File: src/rtl/ivtimer_pkg.sv
`timescale 1ns/1ps
package ivtimer_pkg;
    localparam int unsigned BUS_W  = 32;
    localparam int unsigned FLAG_W = 2;
    localparam int unsigned FLAG_OVF = 0;
    localparam int unsigned FLAG_UNF = 1;

    // register byte offsets
    localparam int unsigned OFS_CTRL = 'h00;
    localparam int unsigned OFS_CMD  = 'h04;
    localparam int unsigned OFS_IEN  = 'h0c;
    localparam int unsigned OFS_FLAG = 'h10;
    localparam int unsigned OFS_FSET = 'h14;
    localparam int unsigned OFS_FCLR = 'h18;
    localparam int unsigned OFS_TOP  = 'h1c;
    localparam int unsigned OFS_CNT  = 'h24;

    // control word field positions
    localparam int unsigned CTRL_PRESC_LSB  = 24;
    localparam int unsigned CTRL_CLKSEL_LSB = 16;
    localparam int unsigned CTRL_OS_BIT     = 4;
    localparam int unsigned CTRL_MODE_LSB   = 0;
    localparam int unsigned CMD_START_BIT   = 0;
    localparam int unsigned CMD_STOP_BIT    = 1;

    localparam logic [1:0] MODE_DOWN = 2'd1;

    typedef struct packed {
        logic [3:0] presc;
        logic [1:0] clksel;
        logic       oneshot;
        logic [1:0] mode;
    } ctrl_t;
endpackage

File: src/rtl/ivtimer_regs.sv
`timescale 1ns/1ps
module ivtimer_regs
    import ivtimer_pkg::*;
#(
    parameter int ADDR_W = 8,
    parameter int CNT_W  = 16
) (
    input  logic              clk_i,
    input  logic              rst_ni,
    input  logic [ADDR_W-1:0] bus_addr_i,
    input  logic              bus_we_i,
    input  logic [BUS_W-1:0]  bus_wdata_i,
    output logic [BUS_W-1:0]  bus_rdata_o,
    input  logic [CNT_W-1:0]  cnt_i,
    input  logic [FLAG_W-1:0] flags_i,
    output logic [3:0]        presc_o,
    output logic              oneshot_o,
    output logic              down_o,
    output logic [FLAG_W-1:0] ien_o,
    output logic [CNT_W-1:0]  top_o,
    output logic              start_o,
    output logic              stop_o,
    output logic              cnt_wr_o,
    output logic [CNT_W-1:0]  cnt_wdata_o,
    output logic [FLAG_W-1:0] fset_o,
    output logic [FLAG_W-1:0] fclr_o
);
    typedef struct packed {
        ctrl_t             ctrl;
        logic [FLAG_W-1:0] ien;
        logic [CNT_W-1:0]  top;
    } regs_t;

    localparam regs_t RST_VAL = '{ctrl: '0, ien: '0, top: '1};

    regs_t st_q, st_d;

    function automatic logic wr_hit(input int unsigned ofs);
        return bus_we_i && (bus_addr_i == ADDR_W'(ofs));
    endfunction

    always_comb begin
        st_d = st_q;
        if (wr_hit(OFS_CTRL)) begin
            st_d.ctrl.presc   = bus_wdata_i[CTRL_PRESC_LSB +: 4];
            st_d.ctrl.clksel  = bus_wdata_i[CTRL_CLKSEL_LSB +: 2];
            st_d.ctrl.oneshot = bus_wdata_i[CTRL_OS_BIT];
            st_d.ctrl.mode    = bus_wdata_i[CTRL_MODE_LSB +: 2];
        end
        if (wr_hit(OFS_IEN)) st_d.ien = bus_wdata_i[FLAG_W-1:0];
        if (wr_hit(OFS_TOP)) st_d.top = bus_wdata_i[CNT_W-1:0];
    end

    always_ff @(posedge clk_i or negedge rst_ni) begin
        if (!rst_ni) st_q <= RST_VAL;
        else         st_q <= st_d;
    end

    assign presc_o     = st_q.ctrl.presc;
    assign oneshot_o   = st_q.ctrl.oneshot;
    assign down_o      = (st_q.ctrl.mode == MODE_DOWN);
    assign ien_o       = st_q.ien;
    assign top_o       = st_q.top;
    assign start_o     = wr_hit(OFS_CMD) && bus_wdata_i[CMD_START_BIT];
    assign stop_o      = wr_hit(OFS_CMD) && bus_wdata_i[CMD_STOP_BIT];
    assign cnt_wr_o    = wr_hit(OFS_CNT);
    assign cnt_wdata_o = bus_wdata_i[CNT_W-1:0];
    assign fset_o      = wr_hit(OFS_FSET) ? bus_wdata_i[FLAG_W-1:0] : '0;
    assign fclr_o      = wr_hit(OFS_FCLR) ? bus_wdata_i[FLAG_W-1:0] : '0;

    always_comb begin
        bus_rdata_o = '0;
        case (bus_addr_i)
            ADDR_W'(OFS_CTRL): begin
                bus_rdata_o[CTRL_PRESC_LSB +: 4]  = st_q.ctrl.presc;
                bus_rdata_o[CTRL_CLKSEL_LSB +: 2] = st_q.ctrl.clksel;
                bus_rdata_o[CTRL_OS_BIT]          = st_q.ctrl.oneshot;
                bus_rdata_o[CTRL_MODE_LSB +: 2]   = st_q.ctrl.mode;
            end
            ADDR_W'(OFS_IEN):  bus_rdata_o[FLAG_W-1:0] = st_q.ien;
            ADDR_W'(OFS_FLAG): bus_rdata_o[FLAG_W-1:0] = flags_i;
            ADDR_W'(OFS_TOP):  bus_rdata_o[CNT_W-1:0]  = st_q.top;
            ADDR_W'(OFS_CNT):  bus_rdata_o[CNT_W-1:0]  = cnt_i;
            default:           bus_rdata_o = '0;
        endcase
    end
endmodule

File: src/rtl/ivtimer_prescale.sv
`timescale 1ns/1ps
module ivtimer_prescale #(
    parameter int PRE_MAX = 10
) (
    input  logic       clk_i,
    input  logic       rst_ni,
    input  logic       run_i,
    input  logic       restart_i,
    input  logic [3:0] code_i,
    output logic       tick_o
);
    localparam int PRE_W = PRE_MAX;

    typedef struct packed {
        logic [PRE_W-1:0] phase;
    } pre_t;

    pre_t st_q, st_d;
    int               code_eff;
    logic [PRE_W:0]   span;
    logic [PRE_W-1:0] mask;
    logic             unused_span_msb;

    always_comb begin
        code_eff = (int'(code_i) > PRE_MAX) ? PRE_MAX : int'(code_i);
        span     = ((PRE_W+1)'(1) << code_eff) - (PRE_W+1)'(1);
        mask     = span[PRE_W-1:0];
        tick_o   = run_i && ((st_q.phase & mask) == mask);
        st_d     = st_q;
        if (restart_i)  st_d.phase = '0;
        else if (run_i) st_d.phase = st_q.phase + PRE_W'(1);
    end

    assign unused_span_msb = span[PRE_W];

    always_ff @(posedge clk_i or negedge rst_ni) begin
        if (!rst_ni) st_q <= '0;
        else         st_q <= st_d;
    end
endmodule

File: src/rtl/ivtimer_core.sv
`timescale 1ns/1ps
module ivtimer_core
    import ivtimer_pkg::*;
#(
    parameter int CNT_W = 16
) (
    input  logic              clk_i,
    input  logic              rst_ni,
    input  logic              tick_i,
    input  logic              down_i,
    input  logic              oneshot_i,
    input  logic [CNT_W-1:0]  top_i,
    input  logic              start_i,
    input  logic              stop_i,
    input  logic              cnt_wr_i,
    input  logic [CNT_W-1:0]  cnt_wdata_i,
    input  logic [FLAG_W-1:0] fset_i,
    input  logic [FLAG_W-1:0] fclr_i,
    output logic              run_o,
    output logic [CNT_W-1:0]  cnt_o,
    output logic [FLAG_W-1:0] flags_o
);
    typedef struct packed {
        logic              run;
        logic [CNT_W-1:0]  cnt;
        logic [FLAG_W-1:0] flags;
    } core_t;

    core_t st_q, st_d;
    logic              at_end;
    logic              wrap;
    logic [FLAG_W-1:0] hw_set;

    always_comb begin
        at_end = down_i ? (st_q.cnt == '0) : (st_q.cnt == top_i);
        wrap   = tick_i && at_end;
        hw_set = '0;
        if (wrap) hw_set[down_i ? FLAG_UNF : FLAG_OVF] = 1'b1;

        st_d = st_q;
        if (cnt_wr_i) begin
            st_d.cnt = cnt_wdata_i;
        end else if (tick_i) begin
            if (wrap)        st_d.cnt = down_i ? top_i : '0;
            else if (down_i) st_d.cnt = st_q.cnt - CNT_W'(1);
            else             st_d.cnt = st_q.cnt + CNT_W'(1);
        end

        if (stop_i)                  st_d.run = 1'b0;
        else if (start_i)            st_d.run = 1'b1;
        else if (wrap && oneshot_i)  st_d.run = 1'b0;

        // hardware set is applied last so it beats a software clear
        st_d.flags = ((st_q.flags | fset_i) & ~fclr_i) | hw_set;
    end

    always_ff @(posedge clk_i or negedge rst_ni) begin
        if (!rst_ni) st_q <= '0;
        else         st_q <= st_d;
    end

    assign run_o   = st_q.run;
    assign cnt_o   = st_q.cnt;
    assign flags_o = st_q.flags;
endmodule

File: src/rtl/ivtimer.sv
`timescale 1ns/1ps
module ivtimer
    import ivtimer_pkg::*;
#(
    parameter int ADDR_W  = 8,
    parameter int CNT_W   = 16,
    parameter int PRE_MAX = 10
) (
    input  logic              clk_i,
    input  logic              rst_ni,
    input  logic [ADDR_W-1:0] bus_addr_i,
    input  logic              bus_we_i,
    input  logic [31:0]       bus_wdata_i,
    output logic [31:0]       bus_rdata_o,
    output logic              irq_o
);
    logic [3:0]        presc;
    logic              oneshot;
    logic              down;
    logic [FLAG_W-1:0] ien;
    logic [CNT_W-1:0]  top_val;
    logic              start;
    logic              stop;
    logic              cnt_wr;
    logic [CNT_W-1:0]  cnt_wdata;
    logic [FLAG_W-1:0] fset;
    logic [FLAG_W-1:0] fclr;
    logic              run;
    logic              tick;
    logic [CNT_W-1:0]  cnt;
    logic [FLAG_W-1:0] flags;

    ivtimer_regs #(.ADDR_W(ADDR_W), .CNT_W(CNT_W)) u_regs (
        .clk_i       (clk_i),
        .rst_ni      (rst_ni),
        .bus_addr_i  (bus_addr_i),
        .bus_we_i    (bus_we_i),
        .bus_wdata_i (bus_wdata_i),
        .bus_rdata_o (bus_rdata_o),
        .cnt_i       (cnt),
        .flags_i     (flags),
        .presc_o     (presc),
        .oneshot_o   (oneshot),
        .down_o      (down),
        .ien_o       (ien),
        .top_o       (top_val),
        .start_o     (start),
        .stop_o      (stop),
        .cnt_wr_o    (cnt_wr),
        .cnt_wdata_o (cnt_wdata),
        .fset_o      (fset),
        .fclr_o      (fclr)
    );

    ivtimer_prescale #(.PRE_MAX(PRE_MAX)) u_pre (
        .clk_i     (clk_i),
        .rst_ni    (rst_ni),
        .run_i     (run),
        .restart_i (start),
        .code_i    (presc),
        .tick_o    (tick)
    );

    ivtimer_core #(.CNT_W(CNT_W)) u_core (
        .clk_i       (clk_i),
        .rst_ni      (rst_ni),
        .tick_i      (tick),
        .down_i      (down),
        .oneshot_i   (oneshot),
        .top_i       (top_val),
        .start_i     (start),
        .stop_i      (stop),
        .cnt_wr_i    (cnt_wr),
        .cnt_wdata_i (cnt_wdata),
        .fset_i      (fset),
        .fclr_i      (fclr),
        .run_o       (run),
        .cnt_o       (cnt),
        .flags_o     (flags)
    );

    assign irq_o = |(flags & ien);
endmodule

File: config.mk
export PLATFORM = sky130hd
export DESIGN_NAME = ivtimer
export DESIGN_NICKNAME = d
export VERILOG_FILES = /design/src/rtl/ivtimer_pkg.sv /design/src/rtl/ivtimer_regs.sv /design/src/rtl/ivtimer_prescale.sv /design/src/rtl/ivtimer_core.sv /design/src/rtl/ivtimer.sv
export SDC_FILE = /design/constraint.sdc
export NUM_CORES = 1
export LEC_CHECK = 0
export CORE_ASPECT_RATIO = 1.5
export CORE_MARGIN = 4
export CORE_UTILIZATION = 45
export DETAILED_ROUTE_END_ITERATION = 8
export MAX_ROUTING_LAYER = met4
export PLACE_DENSITY_LB_ADDON = 0.05
export SLEW_MARGIN = 30
export SYNTH_ARGS = -nofsm -noshare
export SYNTH_HDL_FRONTEND = slang
export SYNTH_SLANG_ARGS = --single-unit
File: constraint.sdc
create_clock -name clk_i -period 3.4 [get_ports clk_i]
set_input_delay 0.51 -clock clk_i [delete_from_list [all_inputs] [get_ports clk_i]]
set_output_delay 0.51 -clock clk_i [all_outputs]
set_load 0.01 [all_outputs]
## Yosys cells after proc, flatten, opt, wreduce, memory -nomap -nowiden

Cells that the tools add are included.

- Logic and storage cells: 77
- Register bits after elaboration: 56

- Magnitude comparators: 3
- Shift operators: 1
- Mux-type cells: 24
- $add $sub $neg: 4
- Reduce and logical (&&, ||, !) cells: 19
- Bitwise gates (word level): 6
- Eq/ne operators: 10

Operator list:

| cell | count |
|---|---|
| $mux 16 | 5 |
| $eq 8x5->1 const B | 4 |
| $ge 32x1->1 const B | 1 |
| $lt 32x2->1 const B | 1 |
| $shl 1x32->10 const A | 1 |
| $pmux 11 s2 | 1 |
| $mux 10 | 2 |
| $add 16x1->16 const B | 1 |
| $eq 16x16->1 | 1 |
| $logic_not 16->1 | 1 |
| $sub 16x1->16 const B | 1 |
| $logic_and 1x1->1 | 13 |
| $add 10x1->10 const B | 1 |
| $and 10x10->10 | 1 |
| $eq 10x10->1 | 1 |
| $pmux 2 s5 | 1 |
| $sub 10x2->10 const B | 1 |
| $eq 8x3->1 const B | 1 |
| $eq 8x4->1 const B | 1 |
| $eq 8x6->1 const B | 1 |
| $logic_not 8->1 | 1 |
| $mux 2 | 4 |
| $mux 4 | 2 |
| $mux 1 | 6 |
| 11 further kinds | 14 |

## Depth between registers and ports, before layout

- Depth after elaboration: 12
- Gate-level depth with buffers: 14
- Mapped depth without buffers: 11

## By module

A second synthesis with hierarchy kept.

- Cell total of the unflattened synthesis: 486
- Area, all modules: 4598.2 um^2

Modules (own cells, without submodules):

| module | seq. area each (um^2) | area each (um^2) | instances | cells each |
|---|---|---|---|---|
| ivtimer_core | 475.5 | 2039.5 | 1 | 244 |
| ivtimer_regs | 695.7 | 1886.8 | 1 | 167 |
| ivtimer_prescale | 250.2 | 663.1 | 1 | 74 |
| ivtimer | 0.0 | 8.8 | 1 | 1 |

## Worst setup path before layout

OpenSTA, ideal clock, no wires.

- Path type: register -> register
- Start point: register u_regs.st_q[19] (netlist name)
- End point: register u_core.st_q (netlist bit u_core.cnt_o[9])
- Stages on the path, launching flop included: 14
- Data required time: 3318 ps
- Arrival time: 3114 ps
- Period minus slack after synthesis: 3196 ps
- Slack: 204 ps
- Path through: dfrtp_1 nand2b_1 inv_1 clkbuf_1 buf_2 ha_1 a211oi_1 nor3_1 or4_1 a21o_1 a21oi_1 xnor2_1 nand2_1 a31oi_1

- Cells in the longest elaborated chain, start to end: 6
- Elaborated cells between the ends (all ways): 8
- Classes of those cells: 1 x eq/ne; 6 x mux; 1 x reduce/logical

Ends and longest elaborated chain:

| what | line | RTL |
|---|---|---|
| start, declared | ivtimer_regs.sv:36 | `regs_t st_q, st_d;` |
| start signal, assigned | ivtimer_regs.sv:56 | `else st_q <= st_d;` |
| $eq 2x1->1 * | ivtimer_regs.sv:61 | `assign down_o = (st_q.ctrl.mode == MODE_DOWN);` |
| $mux 1 | ivtimer_core.sv:35 | `at_end = down_i ? (st_q.cnt == '0) : (st_q.cnt == top_i);` |
| $logic_and 1x1->1 | ivtimer_core.sv:36 | `wrap = tick_i && at_end;` |
| $mux 16 * | ivtimer_core.sv:44 | `if (wrap) st_d.cnt = down_i ? top_i : '0;` |
| $mux 16 * | ivtimer_core.sv:43 | `end else if (tick_i) begin` |
| $mux 16 * | ivtimer_core.sv:41 | `if (cnt_wr_i) begin` |
| end signal, assigned | ivtimer_core.sv:59 | `else st_q <= st_d;` |
| end, declared | ivtimer_core.sv:29 | `core_t st_q, st_d;` |

Mark *: on every way between the ends. The rest lies on a longest branch, timed or not. The select of a mux whose other input is x is not followed.
A chain may end at the register's enable or synchronous reset.

## Worst setup path after layout

- Start point: register u_regs.st_q[18] (netlist name)
- End point: register u_core.st_q (netlist bit u_core.cnt_o[12])

Same word-level chain as after synthesis.

==> out/metrics.yaml <==
sta:
  holdWs_ps: 211
  finalHoldViolations: 0
  report.final.slew_viol_count: 0
  finalCritPeriodShare_pct: 92.9
  finalSetupViolations: 0
  fin_crit_ps: 3160
  slew_headroom_pct: 60.2
  max_freq_ghz: 0.317
  rsz0062_at_grt: "no"
  tightestPinTransition_ps: 597
  finalClockSkew_ps: 8.39
  finalSetupTns_ps: 0
pwr:
  p_per_area_nw_per_um2: 545
  peakVddDrop_mv: 0.265
  leakagePower_uw: 0.00216
setup_path:
  cp_max_fo: 12
  endpoint_kind: "register"
  path_common_cell: "a21oi_1"
  critical_path_class: "reg2reg"
  required_ps: 3620
  arrival_ps: 3380
  startpoint_type: "register"
  critPathBufInv: 2
  worstPathCellList: "nand2b_1 -> clkinvlp_4 -> buf_4 -> ha_1 -> a2111oi_0 -> a21oi_1 -> o211ai_1 -> a21boi_0 -> o31a_1 -> a21oi_1"
  crit_family: "compound AO/OA/AOI/OAI gates"
  slowest_delay_ps: 520
  slowest_stage: "a2111oi_0"
routing:
  wl_met2_um: 6130
  top_layer: "met4"
  drc: 0
  wl_met1_um: 4570
  routed_wl_um: 11500
  vias_per_cell: 5.82
  dr.pass1.iters: 5
  antenna_left: 0
  drt_iter0_markers: 151
  met3_length_um: 386
  via_count: 3672
  routedWlPerCell_um: 18.2
cts:
  postCtsHoldBufs: 0
  cts-root-buf: "clkbuf_16"
  clk_latency_ps: 300
  cts.path.max_buffers: 2
  clock-sinks: 56
  htree_levels: 2
  numCtsBuffers: 5
  cts_tree: "yes"
  path_clk_slew_ps: 70
run:
  drv_cap: 0
final_layout:
  drive_above_1_share_pct: 16.0
  n_antenna_cell: 0
  fin_cells: 631
  finalNetCount: 578
  syn_to_final_growth_pct: 20.3
  fin_util_pct: 55.1
  final_common_cell: "clkdlybuf4s50_1"
  final_cell_mix: "54 x clkdlybuf4s50_1, 40 x dfrtp_1, 39 x nand2_1, 30 x nor2_1, 27 x mux2_2"
  nFillCells: 894
logic_synthesis:
  yosys_register_bits: 56
  syn_area_um2: 4210
  synth_cells: 457
  ys_seq_area_share_pct: 33.7
  synth_edf_count: 0
  syn_area_per_cell_um2: 9.22
  async_flop_share_pct: 100
  ys_warn_count: 0
  synthFlopType: "dfrtp_1"
  ys_types: 59
global_routing:
  grt_pass1_vias: 3767
  grt_usage_pct: 22.7
  grt-ovfl-total: 0
  grt_pass1_wl_um: 19100
  grt_max_degree: 33
  antenna_found_initial: 0
die:
  coreArea_um2: 9200
  die_area_um2: 11000
  die_h_um: 127
  core.rowCount: 43
  io_pins: 76
  start_util_pct: 45.8
  die_width_um: 87
placed_design:
  port_buffers: 55
  gp_congestion: 0.918
  dp_cells: 620
  dp_hpwl_um: 8670
hold_path:
  hold_class: "in2async"
run_status:
  status: "complete, no violations"
[layout make-up]
| type | instances | area, µm² | area share [%] |
|---|---|---|---|
| clock buffer | 6 | 129 | 2.54 |
| clock inverter | 2 | 12.5 | 0.247 |
| inverter | 8 | 33.8 | 0.667 |
| multi-input combinational | 369 | 2600 | 51.3 |
| sequential | 56 | 1420 | 28.1 |
| tap | 112 | 140 | 2.77 |
| timing repair buffer | 78 | 731 | 14.4 |
[state kept, by name (all words and copies together), names as in the netlist]
name / cells
u_core.flags_o: 2
u_pre.st_q: 10
u_core.cnt_o: 16
u_regs.ien_o: 2
u_regs.top_o: 16
u_regs.st_q: 4
u_regs.oneshot_o: 1
u_regs.presc_o: 4
u_core.run_o: 1
[power breakdown]
group / leakage (µW) / switching, µW / internal (µW) / total (µW)
Combinational: 0.00146 / 571 / 564 / 1140
Sequential: 0.000630 / 274 / 838 / 1110
Clock: 0.0000669 / 241 / 273 / 514
Total: 0.00216 / 1090 / 1670 / 2760
[Yosys cell counts (all sizes together), types with 2 or more instances]
| master | count | area [µm²] |
|---|---|---|
| or3 | 4 | 25.0 |
| o21bai | 2 | 15.0 |
| nor3 | 10 | 50.1 |
| a2111oi | 4 | 53.8 |
| and3 | 8 | 50.1 |
| inv | 8 | 30.0 |
| xnor2 | 14 | 123 |
| dfrtp | 40 | 1000 |
| nand2b | 9 | 58.8 |
| ha | 16 | 200 |
| nor2 | 31 | 119 |
| o21ai | 26 | 134 |
| nor2b | 4 | 25.0 |
| nor4b | 3 | 32.5 |
| dfstp | 16 | 420 |
| a21o | 10 | 75.1 |
| nand2 | 39 | 146 |
| a211oi | 5 | 42.5 |
| nor4 | 7 | 43.8 |
| clkbuf | 14 | 52.6 |
| nand3 | 13 | 70.1 |
| mux2i | 15 | 150 |
| or4 | 2 | 18.8 |
| buf | 19 | 145 |
| nand4 | 5 | 31.3 |
| mux2 | 27 | 304 |
| a22o | 17 | 149 |
| o21a | 8 | 60.1 |
| xor2 | 22 | 193 |
| and2 | 11 | 68.8 |
| a211o | 3 | 26.3 |
| a22oi | 3 | 22.5 |
| a31oi | 9 | 56.3 |
| a21oi | 19 | 95.1 |
| a222oi | 2 | 20.0 |
[cell families (layout without fill, tap and decap cells)]
kind of cell	after synthesis	after routing	synth area share (%)
AND/OR/NAND/NOR	148	148	17.9
AO/OA/AOI/OAI	116	116	19.3
flip-flops	56	56	33.7
multiplexers	42	42	10.8
buffers and inverters	41	94	5.41
XOR/XNOR	36	36	7.48
adder cells (fa/ha/maj)	17	17	5.23
other	1	10	0.0890
[per-stage QoR]
stage | total power [µW] | instance area, µm² | worst slack (ps)
after floorplan | 1930 | 4250 | 204
after global placement | 2220 | 4900 | 316
after detailed placement | 2250 | 4900 | 247
after CTS | 2780 | 5040 | 222
after global routing | 2990 | 5070 | 6.19
final | 2760 | 5070 | 242
[routing by layer]
metal  vias up  GRT usage (%)
met3        23           2.34
met1      1802           25.9
met2        79           39.4
li1       1768              -
met5         -              -
met4         0           9.82
[final timing paths]
check                           startpoint  slack (ps)                to  depth (start not counted)
min in group clk_i         u_regs.st_q[22]         500   u_regs.st_q[22]                          1
max                        u_regs.st_q[18]         240  u_core.cnt_o[12]                         10
min reg2reg                u_regs.st_q[22]         500   u_regs.st_q[22]                          1
max reg2reg                u_regs.st_q[18]         240  u_core.cnt_o[12]                         10
min                                 rst_ni         210     u_pre.st_q[8]                          1
max in group asynchronous           rst_ni        2310   u_regs.top_o[1]                          2
[timing repair]
action                     4_1_cts  5_1_grt
setup endpoints to repair        0        1
gates resized for setup          0        2
setup buffers                    0        3
No activity file was read; power rests on OpenSTA's default activity.
